==> src/rtl/pwm_timer_pkg.sv <==
`timescale 1ns/1ps
package pwm_timer_pkg;
  localparam int unsigned OFS_ACT_PER = 32'h08;
  localparam int unsigned OFS_ACT_CMP = 32'h0C;
  localparam int unsigned OFS_SH_PER  = 32'h10;
  localparam int unsigned OFS_SH_CMP  = 32'h14;
  localparam int unsigned OFS_CTRL    = 32'h2A;
  localparam int unsigned BIT_RUN     = 4;
  localparam int unsigned BIT_WAVE    = 9;
  localparam int unsigned NUM_PAIRS   = 2;   // period, compare
endpackage

==> src/rtl/pwm_regs.sv <==
`timescale 1ns/1ps
module pwm_regs
  import pwm_timer_pkg::*;
#(
  parameter int DATA_W = 32,
  parameter int ADDR_W = 6,
  parameter int CTRL_W = 16
) (
  input  logic              clk,
  input  logic              rst_n,
  input  logic              wr_en,
  input  logic [ADDR_W-1:0] addr,
  input  logic [DATA_W-1:0] wdata,
  input  logic              wrap,
  output logic [DATA_W-1:0] rdata,
  output logic [DATA_W-1:0] act_per,
  output logic [DATA_W-1:0] act_cmp,
  output logic [DATA_W-1:0] sh_per,
  output logic [DATA_W-1:0] sh_cmp,
  output logic              run,
  output logic              wave_en,
  output logic              pending
);
  localparam int PAD_W = DATA_W - CTRL_W;

  logic [NUM_PAIRS-1:0][DATA_W-1:0] act_v, sh_v;
  logic [CTRL_W-1:0]                ctrl_q;
  logic                             pend_q;
  logic                             sh_wr_any;

  assign sh_wr_any = wr_en && ((addr == ADDR_W'(OFS_SH_PER)) ||
                               (addr == ADDR_W'(OFS_SH_CMP)));

  for (genvar g = 0; g < NUM_PAIRS; g++) begin : g_pair
    localparam int unsigned AO = (g == 0) ? OFS_ACT_PER : OFS_ACT_CMP;
    localparam int unsigned SO = (g == 0) ? OFS_SH_PER  : OFS_SH_CMP;
    logic [DATA_W-1:0] act_r, sh_r;
    logic              act_hit, sh_hit;

    assign act_hit = wr_en && (addr == ADDR_W'(AO));
    assign sh_hit  = wr_en && (addr == ADDR_W'(SO));

    always_ff @(posedge clk or negedge rst_n) begin
      if (!rst_n) begin
        act_r <= '0;
        sh_r  <= '0;
      end else begin
        if (sh_hit) sh_r <= wdata;
        // direct write wins over a boundary transfer
        if (act_hit)              act_r <= wdata;
        else if (wrap && pend_q)  act_r <= sh_r;
      end
    end

    assign act_v[g] = act_r;
    assign sh_v[g]  = sh_r;
  end

  always_ff @(posedge clk or negedge rst_n) begin
    if (!rst_n) begin
      pend_q <= 1'b0;
      ctrl_q <= '0;
    end else begin
      if (sh_wr_any)  pend_q <= 1'b1;
      else if (wrap)  pend_q <= 1'b0;
      if (wr_en && (addr == ADDR_W'(OFS_CTRL))) ctrl_q <= wdata[CTRL_W-1:0];
    end
  end

  always_comb begin
    case (addr)
      ADDR_W'(OFS_ACT_PER): rdata = act_v[0];
      ADDR_W'(OFS_ACT_CMP): rdata = act_v[1];
      ADDR_W'(OFS_SH_PER):  rdata = sh_v[0];
      ADDR_W'(OFS_SH_CMP):  rdata = sh_v[1];
      ADDR_W'(OFS_CTRL):    rdata = {{PAD_W{1'b0}}, ctrl_q};
      default:              rdata = '0;
    endcase
  end

  assign act_per = act_v[0];
  assign act_cmp = act_v[1];
  assign sh_per  = sh_v[0];
  assign sh_cmp  = sh_v[1];
  assign run     = ctrl_q[BIT_RUN];
  assign wave_en = ctrl_q[BIT_WAVE];
  assign pending = pend_q;
endmodule

==> src/rtl/pwm_counter.sv <==
`timescale 1ns/1ps
module pwm_counter #(
  parameter int DATA_W = 32
) (
  input  logic              clk,
  input  logic              rst_n,
  input  logic              run,
  input  logic [DATA_W-1:0] limit,
  output logic [DATA_W-1:0] cnt,
  output logic              wrap
);
  // >= so that a limit lowered mid-period still ends the period
  assign wrap = run && (cnt >= limit);

  always_ff @(posedge clk or negedge rst_n) begin
    if (!rst_n)             cnt <= '0;
    else if (!run || wrap)  cnt <= '0;
    else                    cnt <= cnt + 1'b1;
  end
endmodule

==> src/rtl/pwm_wave.sv <==
`timescale 1ns/1ps
module pwm_wave #(
  parameter int DATA_W = 32
) (
  input  logic              run,
  input  logic              wave_en,
  input  logic [DATA_W-1:0] cnt,
  input  logic [DATA_W-1:0] cmp,
  output logic              pwm_out
);
  assign pwm_out = run && wave_en && (cnt < cmp);
endmodule

==> src/rtl/shadow_pwm_timer.sv <==
`timescale 1ns/1ps
module shadow_pwm_timer #(
  parameter int DATA_W = 32,
  parameter int ADDR_W = 6,
  parameter int CTRL_W = 16
) (
  input  logic              clk,
  input  logic              rst_n,
  input  logic              wr_en,
  input  logic [ADDR_W-1:0] addr,
  input  logic [DATA_W-1:0] wdata,
  output logic [DATA_W-1:0] rdata,
  output logic              pwm_out
);
  logic [DATA_W-1:0] act_per, act_cmp, sh_per, sh_cmp, cnt;
  logic              run, wave_en, pending, wrap;

  pwm_regs #(.DATA_W(DATA_W), .ADDR_W(ADDR_W), .CTRL_W(CTRL_W)) regs_i (
    .clk(clk), .rst_n(rst_n), .wr_en(wr_en), .addr(addr), .wdata(wdata),
    .wrap(wrap), .rdata(rdata), .act_per(act_per), .act_cmp(act_cmp),
    .sh_per(sh_per), .sh_cmp(sh_cmp), .run(run), .wave_en(wave_en),
    .pending(pending)
  );

  pwm_counter #(.DATA_W(DATA_W)) cnt_i (
    .clk(clk), .rst_n(rst_n), .run(run), .limit(act_per),
    .cnt(cnt), .wrap(wrap)
  );

  pwm_wave #(.DATA_W(DATA_W)) wave_i (
    .run(run), .wave_en(wave_en), .cnt(cnt), .cmp(act_cmp),
    .pwm_out(pwm_out)
  );
endmodule

==> config.mk <==
export PLATFORM = sky130hd
export DESIGN_NAME = shadow_pwm_timer
export DESIGN_NICKNAME = d
export VERILOG_FILES = /design/src/rtl/pwm_timer_pkg.sv /design/src/rtl/pwm_regs.sv /design/src/rtl/pwm_counter.sv /design/src/rtl/pwm_wave.sv /design/src/rtl/shadow_pwm_timer.sv
export SDC_FILE = /design/constraint.sdc
export NUM_CORES = 1
export LEC_CHECK = 0
export ABC_CLOCK_PERIOD_IN_PS = 6200
export BUFFER_PORTS_ARGS = -buffer_cell sky130_fd_sc_hd__clkbuf_2
export CAP_MARGIN = 20
export CORE_MARGIN = 8
export CORE_UTILIZATION = 50
export CTS_CLUSTER_DIAMETER = 120
export CTS_CLUSTER_SIZE = 40
export DETAILED_ROUTE_END_ITERATION = 10
export PLACE_DENSITY_LB_ADDON = 0.3
export SLEW_MARGIN = 5
export SYNTH_ARGS = -nofsm -noshare
export SYNTH_HDL_FRONTEND = slang
export SYNTH_SLANG_ARGS = --single-unit
==> constraint.sdc <==
create_clock -name clk -period 6.2 [get_ports clk]
set_clock_uncertainty 0.1 [all_clocks]
set_input_delay 0.31 -clock clk [delete_from_list [all_inputs] [get_ports clk]]
set_output_delay 0.31 -clock clk [all_outputs]
set_load 0.05 [all_outputs]
==> results of run 1 <==
==> cell type report <==
cell class	count	area, um2
clock buffer	20	467
clock inverter	12	146
fill	1733	8810
inverter	69	259
multi-input combinational	673	5150
sequential	177	4430
tap	270	338
timing repair buffer	87	502
==> state kept, by name (all words and copies together), names as in the netlist <==
name and flops:
regs_i.sh_per 32, regs_i.ctrl_q 16, cnt_i.cnt 32, regs_i.act_per 32, regs_i.pending 1, regs_i.sh_cmp 32
regs_i.act_cmp 32
==> metal layers <==
metal / wire length (um) / vias up
met5: 0 / -
met4: 363 / 0
met3: 891 / 25
met2: 11600 / 166
met1: 11400 / 3731
li1: - / 3540
==> power by group <==
part / switching [mW] / internal [mW]
Combinational: 0.203 / 0.178
Clock: 0.490 / 0.636
Sequential: 0.100 / 1.28
==> what timing repair did <==
| item | in CTS | in global routing |
|---|---|---|
| hold endpoints to repair | 41 | 0 |
| hold buffers | 1 | 0 |
| endpoints found under the setup margin | 0 | 0 |
==> how the worst max path moves through the flow <==
stage,slack [ns],startpoint,depth (start not counted),end
detailed placement,3.00,cnt_i.cnt[0],9,cnt_i.cnt[22]
floorplan,3.17,cnt_i.cnt[17],8,pwm_out
CTS,2.81,cnt_i.cnt[17],9,pwm_out
finish,2.79,cnt_i.cnt[17],9,pwm_out
global route,2.62,cnt_i.cnt[17],9,pwm_out
global placement,3.03,cnt_i.cnt[0],10,regs_i.act_cmp[29]
==> critical path, cell delays in order, from the launching register on <==
cell	delay (ns)
sky130_fd_sc_hd__dfrtp_1	0.44
sky130_fd_sc_hd__ha_1	0.32
sky130_fd_sc_hd__a21o_1	0.19
sky130_fd_sc_hd__a21o_1	0.17
sky130_fd_sc_hd__a211oi_1	0.23
sky130_fd_sc_hd__o21bai_1	0.10
sky130_fd_sc_hd__a21o_1	0.18
sky130_fd_sc_hd__a221o_1	0.38
sky130_fd_sc_hd__a21oi_1	0.22
sky130_fd_sc_hd__clkbuf_2	0.32
==> cells in the final DEF (no fill, tap or decap), types with 7 or more instances in the layout <==
| cell | synthesis | layout |
|---|---|---|
| sky130_fd_sc_hd__xor2_1 | 18 | 18 |
| sky130_fd_sc_hd__dfrtp_1 | 177 | 177 |
| sky130_fd_sc_hd__nand2_1 | 42 | 42 |
| sky130_fd_sc_hd__mux2_2 | 76 | 76 |
| sky130_fd_sc_hd__nand4_1 | 14 | 14 |
| sky130_fd_sc_hd__buf_4 | 0 | 13 |
| sky130_fd_sc_hd__nor3_1 | 8 | 8 |
| sky130_fd_sc_hd__clkbuf_2 | 0 | 71 |
| sky130_fd_sc_hd__o21ai_0 | 14 | 14 |
| sky130_fd_sc_hd__inv_1 | 69 | 69 |
| sky130_fd_sc_hd__xnor2_1 | 12 | 12 |
| sky130_fd_sc_hd__mux2i_1 | 128 | 128 |
| sky130_fd_sc_hd__nor2_1 | 113 | 113 |
| sky130_fd_sc_hd__o221ai_1 | 16 | 16 |
| sky130_fd_sc_hd__a21oi_1 | 84 | 84 |
| sky130_fd_sc_hd__clkbuf_16 | 0 | 17 |
| sky130_fd_sc_hd__o22ai_1 | 16 | 16 |
| sky130_fd_sc_hd__a21o_1 | 7 | 7 |
| sky130_fd_sc_hd__and3_1 | 9 | 9 |
| sky130_fd_sc_hd__nand3_1 | 15 | 14 |
| sky130_fd_sc_hd__ha_1 | 64 | 64 |
==> cell families (layout without fill, tap and decap cells) <==
group	count (synthesis)	count (layout)	synth area share, %
XOR/XNOR	30	30	2.59
AND/OR/NAND/NOR	222	222	9.92
AO/OA/AOI/OAI	149	149	8.72
adder cells (fa/ha/maj)	64	64	7.89
flip-flops	177	177	43.6
multiplexers	208	208	21.5
buffers and inverters	116	188	5.74
==> stage by stage <==
| stage | hold slack (ns) | cells | total power, mW | cell area [um2] | setup WS (ns) |
|---|---|---|---|---|---|
| final | 0.0375 | 1308 | 2.89 | 11300 | 2.79 |
| after global routing | 0.0225 | 1308 | 3.01 | 11300 | 2.62 |
| after CTS | 0.0279 | 1307 | 2.90 | 11300 | 2.81 |
| after detailed placement | 0.151 | 1274 | 1.78 | 10600 | 3.00 |
| after global placement | 0.151 | 1274 | 1.76 | 10600 | 3.03 |
| after floorplan | -0.0856 | 966 | 1.64 | 10100 | 3.17 |
==> key figures, run 1 <==
Synthesis
  • Number of instances in the synthesized netlist: just under 1000
  • Register area share after synthesis: a little over two fifths
  • Synth Area per Inst: roughly 11 um2
  • Synth Flop Type: sky130_fd_sc_hd__dfrtp_1
  • Proportion of register bits with asynchronous set or reset after synthesis: 100%
  • Syn_nets: roughly 1100
  • Biggest area consumer among synthesized cells: sky130_fd_sc_hd__dfrtp_1
  • List of most frequent post-synthesis cells: 177 x sky130_fd_sc_hd__dfrtp_1, 128 x sky130_fd_sc_hd__mux2i_1, 113 x sky130_fd_sc_hd__nor2_1
  • Number of synthesized flops with an enable pin: 0
  • Share of Yosys cell area claimed by the top area cell type: a little over two fifths
  • Total number of yosys warnings: 0
  • Mapped cell area: about 10000 um2
  • Synthesis-stage register bit count: 177
  • Most frequently used cell type in the post-synthesis netlist: sky130_fd_sc_hd__dfrtp_1
  • Cell types occupying the most area after synthesis: sky130_fd_sc_hd__dfrtp_1 44%, sky130_fd_sc_hd__mux2i_1 13%, sky130_fd_sc_hd__mux2_2 8.4%
  • Number of unique standard cell types used by synthesis: 45

Setup path
  • Required time worst endpoint: approximately 5.8 ns
  • Kind of critical path: flip-flop to output pin
  • Worst reg-to-reg path cell count: 10
  • Register-to-register path setup slack: between 2 and 3 ns
  • R2r startpoint: cnt_i.cnt[0]
  • R2R Path End: regs_i.act_cmp[3]
  • Endpoint arrival time on the critical path: 3.00 ns
  • Element type at the critical path start: flip-flop
  • Maximum fanout count along the critical path: 5
  • Worst setup EP type: output pin

Flow run
  • Max Cap Viol: 0

Final layout
  • Final core utilization: approximately 56%
  • Diode insertion count for antenna repair: 0
  • Fraction of final layout cells with drive strength greater than 1: roughly 19%
  • Layout overhead on the synthesized area: 11.2%
  • Net count reported at finish: about 1100

Die
  • Die Ht: about 160 um
  • Total I/O pin count: 74
  • Die X: around 160 um
  • Starting density of the core: between 50% and 60%
  • Row cnt: 52
  • Area of the placeable core: 20100 um2
  • Die Outline Area: 25100 um2

Clock tree
  • TritonCTS buffer count: 17
  • Clock Path Buffers: 2
  • Post CTS Setup Buffer Count: 0
  • TritonCTS clock tree: built
  • TritonCTS sink count: about 180
  • Clock-pin transition on the worst setup and hold timing paths: roughly 0.070 ns
  • Number of instances resized during post-cts repair: 0
  • Clock root buffer master: sky130_fd_sc_hd__clkbuf_16
  • Clk Latency, worst-skew pair: 0.44 ns
  • H-tree depth: 4

GRT
  • Global routing met2 resource utilization: roughly a third
  • Met3 layer usage reported by global route: 3.45%
  • Met1 track demand over resource: about 28%
  • Total congestion overflow: 0
  • Initial antenna violation count: 0
  • First-pass GRT wire length: around 40000 um
  • Overall fraction of global-route tracks in use: between 20% and 30%
  • Pin count of the biggest net entering global routing: 73
  • GRT busiest layer: met2
  • Vias in the first global route: approximately 7500

Power
  • Pwr Density: about 260 nW/um2
  • Static leakage power: ~6.2 nW
  • Maximum vdd ir drop: between 200 and 250 uV

STA
  • Accumulated negative setup slack: 0 ns
  • Max Clock Freq: roughly 0.29 GHz
  • Minimum clock period: ~3.4 ns
  • Slew of the pin with the lowest slew margin: between 1 and 1.5 ns
  • Relative max-transition margin: between 20% and 30%
  • Number of pins exceeding their max-slew limit in the final report: 0
  • Final worst path period share: about 55%
  • Unrepaired setup endpoints after global routing: false
  • Hold Violations, Final: 0
  • Number of failing setup endpoints in the final timing report: 0

Routing
  • DRT Wirelength: about 24000 um
  • Number of nets with antenna violations after detailed routing: 0
  • Post-DR vias/cell: 5.70
  • DRC errors left: 0
  • Number of violations reported at the end of detailed-routing iteration 0: about 500
  • Number of optimization iterations in the first detailed-route pass: 6
  • Vias post-DR: approximately 7500
  • Detailed-route wire length per cell: ~19 um

Status
  • Run status: finished clean

Worst hold path
  • Cell count of the worst hold path: 2
  • Min-Delay Endpoint: regs_i.sh_per[20]
  • Beginning of the worst hold path: wdata[20]
  • Worst hold path type: input pin to flip-flop

Placed design
  • Placed wire-length estimate after detailed placement: between 15000 and 20000 um
  • Port buffer count: 73
  • Final estimated routing congestion in global placement: 0.810
Note: power is estimated with default switching activity, not from simulation.
==> run 2, diff against run 1 <==
- ABC_CLOCK_PERIOD_IN_PS: 6200 -> 3380
- clock period: 6.2 -> 3.38 ns (I/O delays scaled with it)
==> key figures, run 2 (synthesized netlist as in run 1, its figures left out) <==
Setup path
  • Element type at the critical path start: flip-flop
  • CP Launch Point: cnt_i.cnt[17]
  • Register-to-register path setup slack: between 0.4 and 0.5 ns
  • Required time worst endpoint: between 3 and 4 ns
  • Worst setup EP type: output pin
  • Standard cell with the maximum stage delay on the critical path: sky130_fd_sc_hd__dfrtp_1
  • Crit path largest cell delay: between 0.4 and 0.5 ns
  • Maximum fanout count along the critical path: 5
  • Cell repeated most along the worst path: sky130_fd_sc_hd__a21o_1
  • Endpoint arrival time on the critical path: between 2 and 3 ns
  • Kind of critical path: flip-flop to output pin
  • Sequence of cells on the critical path: ha_1 > a21o_1 > a21o_1 > a211oi_1 > o21bai_1 > a21o_1 > a221o_1 > a21oi_1 > clkbuf_2
  • R2r startpoint: cnt_i.cnt[0]

Power
  • Internal portion of total power: about 3.8 mW
  • Switching share of power: 26.4%
  • Static leakage power: about 6.4 nW
  • Net switching power: approximately 1.4 mW
  • Pwr Density: roughly 440 nW/um2
  • Sequential cell fraction of total power: approximately 49%
  • Maximum vdd ir drop: roughly 370 uV
  • Combinational Power Share: 14.0%
  • Proportion of power drawn by the clock network: ~37%

Final layout
  • Diode insertion count for antenna repair: 0
  • Fraction of final layout cells with drive strength greater than 1: a little under a fifth
  • Final cell count without fillers: 1341
  • Net count reported at finish: around 1200
  • Commonest cells after routing, fill and taps aside: 177 x sky130_fd_sc_hd__dfrtp_1, 128 x sky130_fd_sc_hd__mux2i_1, 113 x sky130_fd_sc_hd__nor2_1
  • Layout overhead on the synthesized area: 14.6%
  • Most common cell after layout, fill and taps aside: sky130_fd_sc_hd__dfrtp_1
  • Filler Cells Inserted: approximately 1700

Die
  • Row cnt: 52
  • Total I/O pin count: 74
  • Die Outline Area: 25100 um2
  • Die X: about 160 um
  • Area of the placeable core: 20100 um2
  • Starting density of the core: 50.5%
  • Die Ht: roughly 160 um

STA
  • Number of pins exceeding their max-slew limit in the final report: 0
  • Minimum clock period: between 3 and 4 ns
  • Max Clock Freq: around 0.31 GHz
  • Accumulated negative setup slack: 0 ns
  • Slew of the pin with the lowest slew margin: between 0.7 and 0.8 ns
  • Relative max-transition margin: between 40% and 50%
  • Unrepaired setup endpoints after global routing: false
  • Number of failing setup endpoints in the final timing report: 0
  • Hold Violations, Final: 0
  • Worst Hold Slack: slightly below 0.09 ns
  • Final worst path period share: 94.8%

Clock tree
  • TritonCTS buffer count: 17
  • TritonCTS sink count: 177
  • TritonCTS clock tree: built
  • Clock Path Buffers: 2
  • H-tree depth: 4
  • Clk Latency, worst-skew pair: approximately 0.42 ns
  • Clock root buffer master: sky130_fd_sc_hd__clkbuf_16
  • Clock-pin transition on the worst setup and hold timing paths: 0.06 ns

GRT
  • Vias in the first global route: 7605
  • Initial antenna violation count: 0
  • First-pass GRT wire length: between 40000 and 50000 um
  • Pin count of the biggest net entering global routing: 81
  • Total congestion overflow: 0
  • Overall fraction of global-route tracks in use: between 20% and 30%

Placed design
  • Port buffer count: 73
  • Number of placed instances, taps included: between 1000 and 1500
  • Final estimated routing congestion in global placement: about 0.83
  • Placed wire-length estimate after detailed placement: approximately 16000 um

Routing
  • Number of optimization iterations in the first detailed-route pass: 5
  • Number of violations reported at the end of detailed-routing iteration 0: about 470
  • Number of nets with antenna violations after detailed routing: 0
  • DRC errors left: 0
  • DRT Wirelength: 24100 um
  • Detailed-route wire length per cell: ~18 um
  • Vias post-DR: about 7500
  • Post-DR vias/cell: around 5.6

Flow run
  • Max Cap Viol: 0

Status
  • Run status: finished clean

Worst hold path
  • Worst hold path type: input pin to flip-flop
  • Beginning of the worst hold path: wr_en
[run 2: routing by layer]
| metal | GRT usage (%) | up-vias | share of wire (%) | wire [um] |
|---|---|---|---|---|
| li1 | - | 3592 | - | - |
| met3 | 2.58 | 26 | 2.9 | 703 |
| met4 | 6.02 | 0 | 1.6 | 393 |
| met5 | 0 | - | 0 | 0 |
| met1 | 27.6 | 3715 | 48 | 11600 |
| met2 | 33.5 | 138 | 47 | 11400 |
[run 2: power groups by stage]
| stage | sequential (mW) | clock, mW | combinational [mW] |
|---|---|---|---|
| after CTS | 2.53 | 1.92 | 0.731 |
| after global placement | 2.56 | 0 | 0.681 |
| final | 2.53 | 1.90 | 0.723 |
| after detailed placement | 2.57 | 0 | 0.694 |
| after global routing | 2.56 | 2.01 | 0.811 |
| after floorplan | 2.51 | 0 | 0.502 |
[run 2: worst max-delay path: cells and delay by family (launching register included)]
| kind | cells | cell delay (ns) |
|---|---|---|
| flops | 1 | 0.44 |
| fa+ha+maj | 1 | 0.32 |
| buf+inv | 1 | 0.31 |
| compound gates | 7 | 1.45 |
[run 2: path summary, 6_finish.rpt]
path	to	cells after the start
worst max register to register	regs_i.act_cmp[11]	10
max in group asynchronous	regs_i.sh_per[0]	3
min in group asynchronous	regs_i.ctrl_q[10]	2
worst min-delay path	regs_i.pending	3
worst max-delay path	pwm_out	9
worst min register to register	regs_i.ctrl_q[10]	1
[run 2: cell type report]
type / instances / area (um2) / share of cell area [%]
clock buffer: 23 / 498 / 4.28
clock inverter: 5 / 55.1 / 0.473
inverter: 69 / 259 / 2.23
multi-input combinational: 673 / 5150 / 44.3
sequential: 177 / 4430 / 38.1
tap: 270 / 338 / 2.90
timing repair buffer: 124 / 902 / 7.76
[run 2: timing repair]
item,4_1_cts,5_1_grt
gates resized for setup,0,0
buffers inserted,0,0
hold endpoints to repair,221,0
hold buffers,33,0
[run 2: per-stage QoR]
stage | util, % | cell area (um2) | worst slack, ns | power, mW
after floorplan | - | 10100 | 0.488 | 3.01
after global placement | 53.5 | 10700 | 0.572 | 3.24
after detailed placement | 53.5 | 10700 | 0.542 | 3.26
after CTS | 57.9 | 11600 | 0.164 | 5.18
after global routing | 57.9 | 11600 | 0.0243 | 5.39
final | 57.9 | 11600 | 0.176 | 5.15
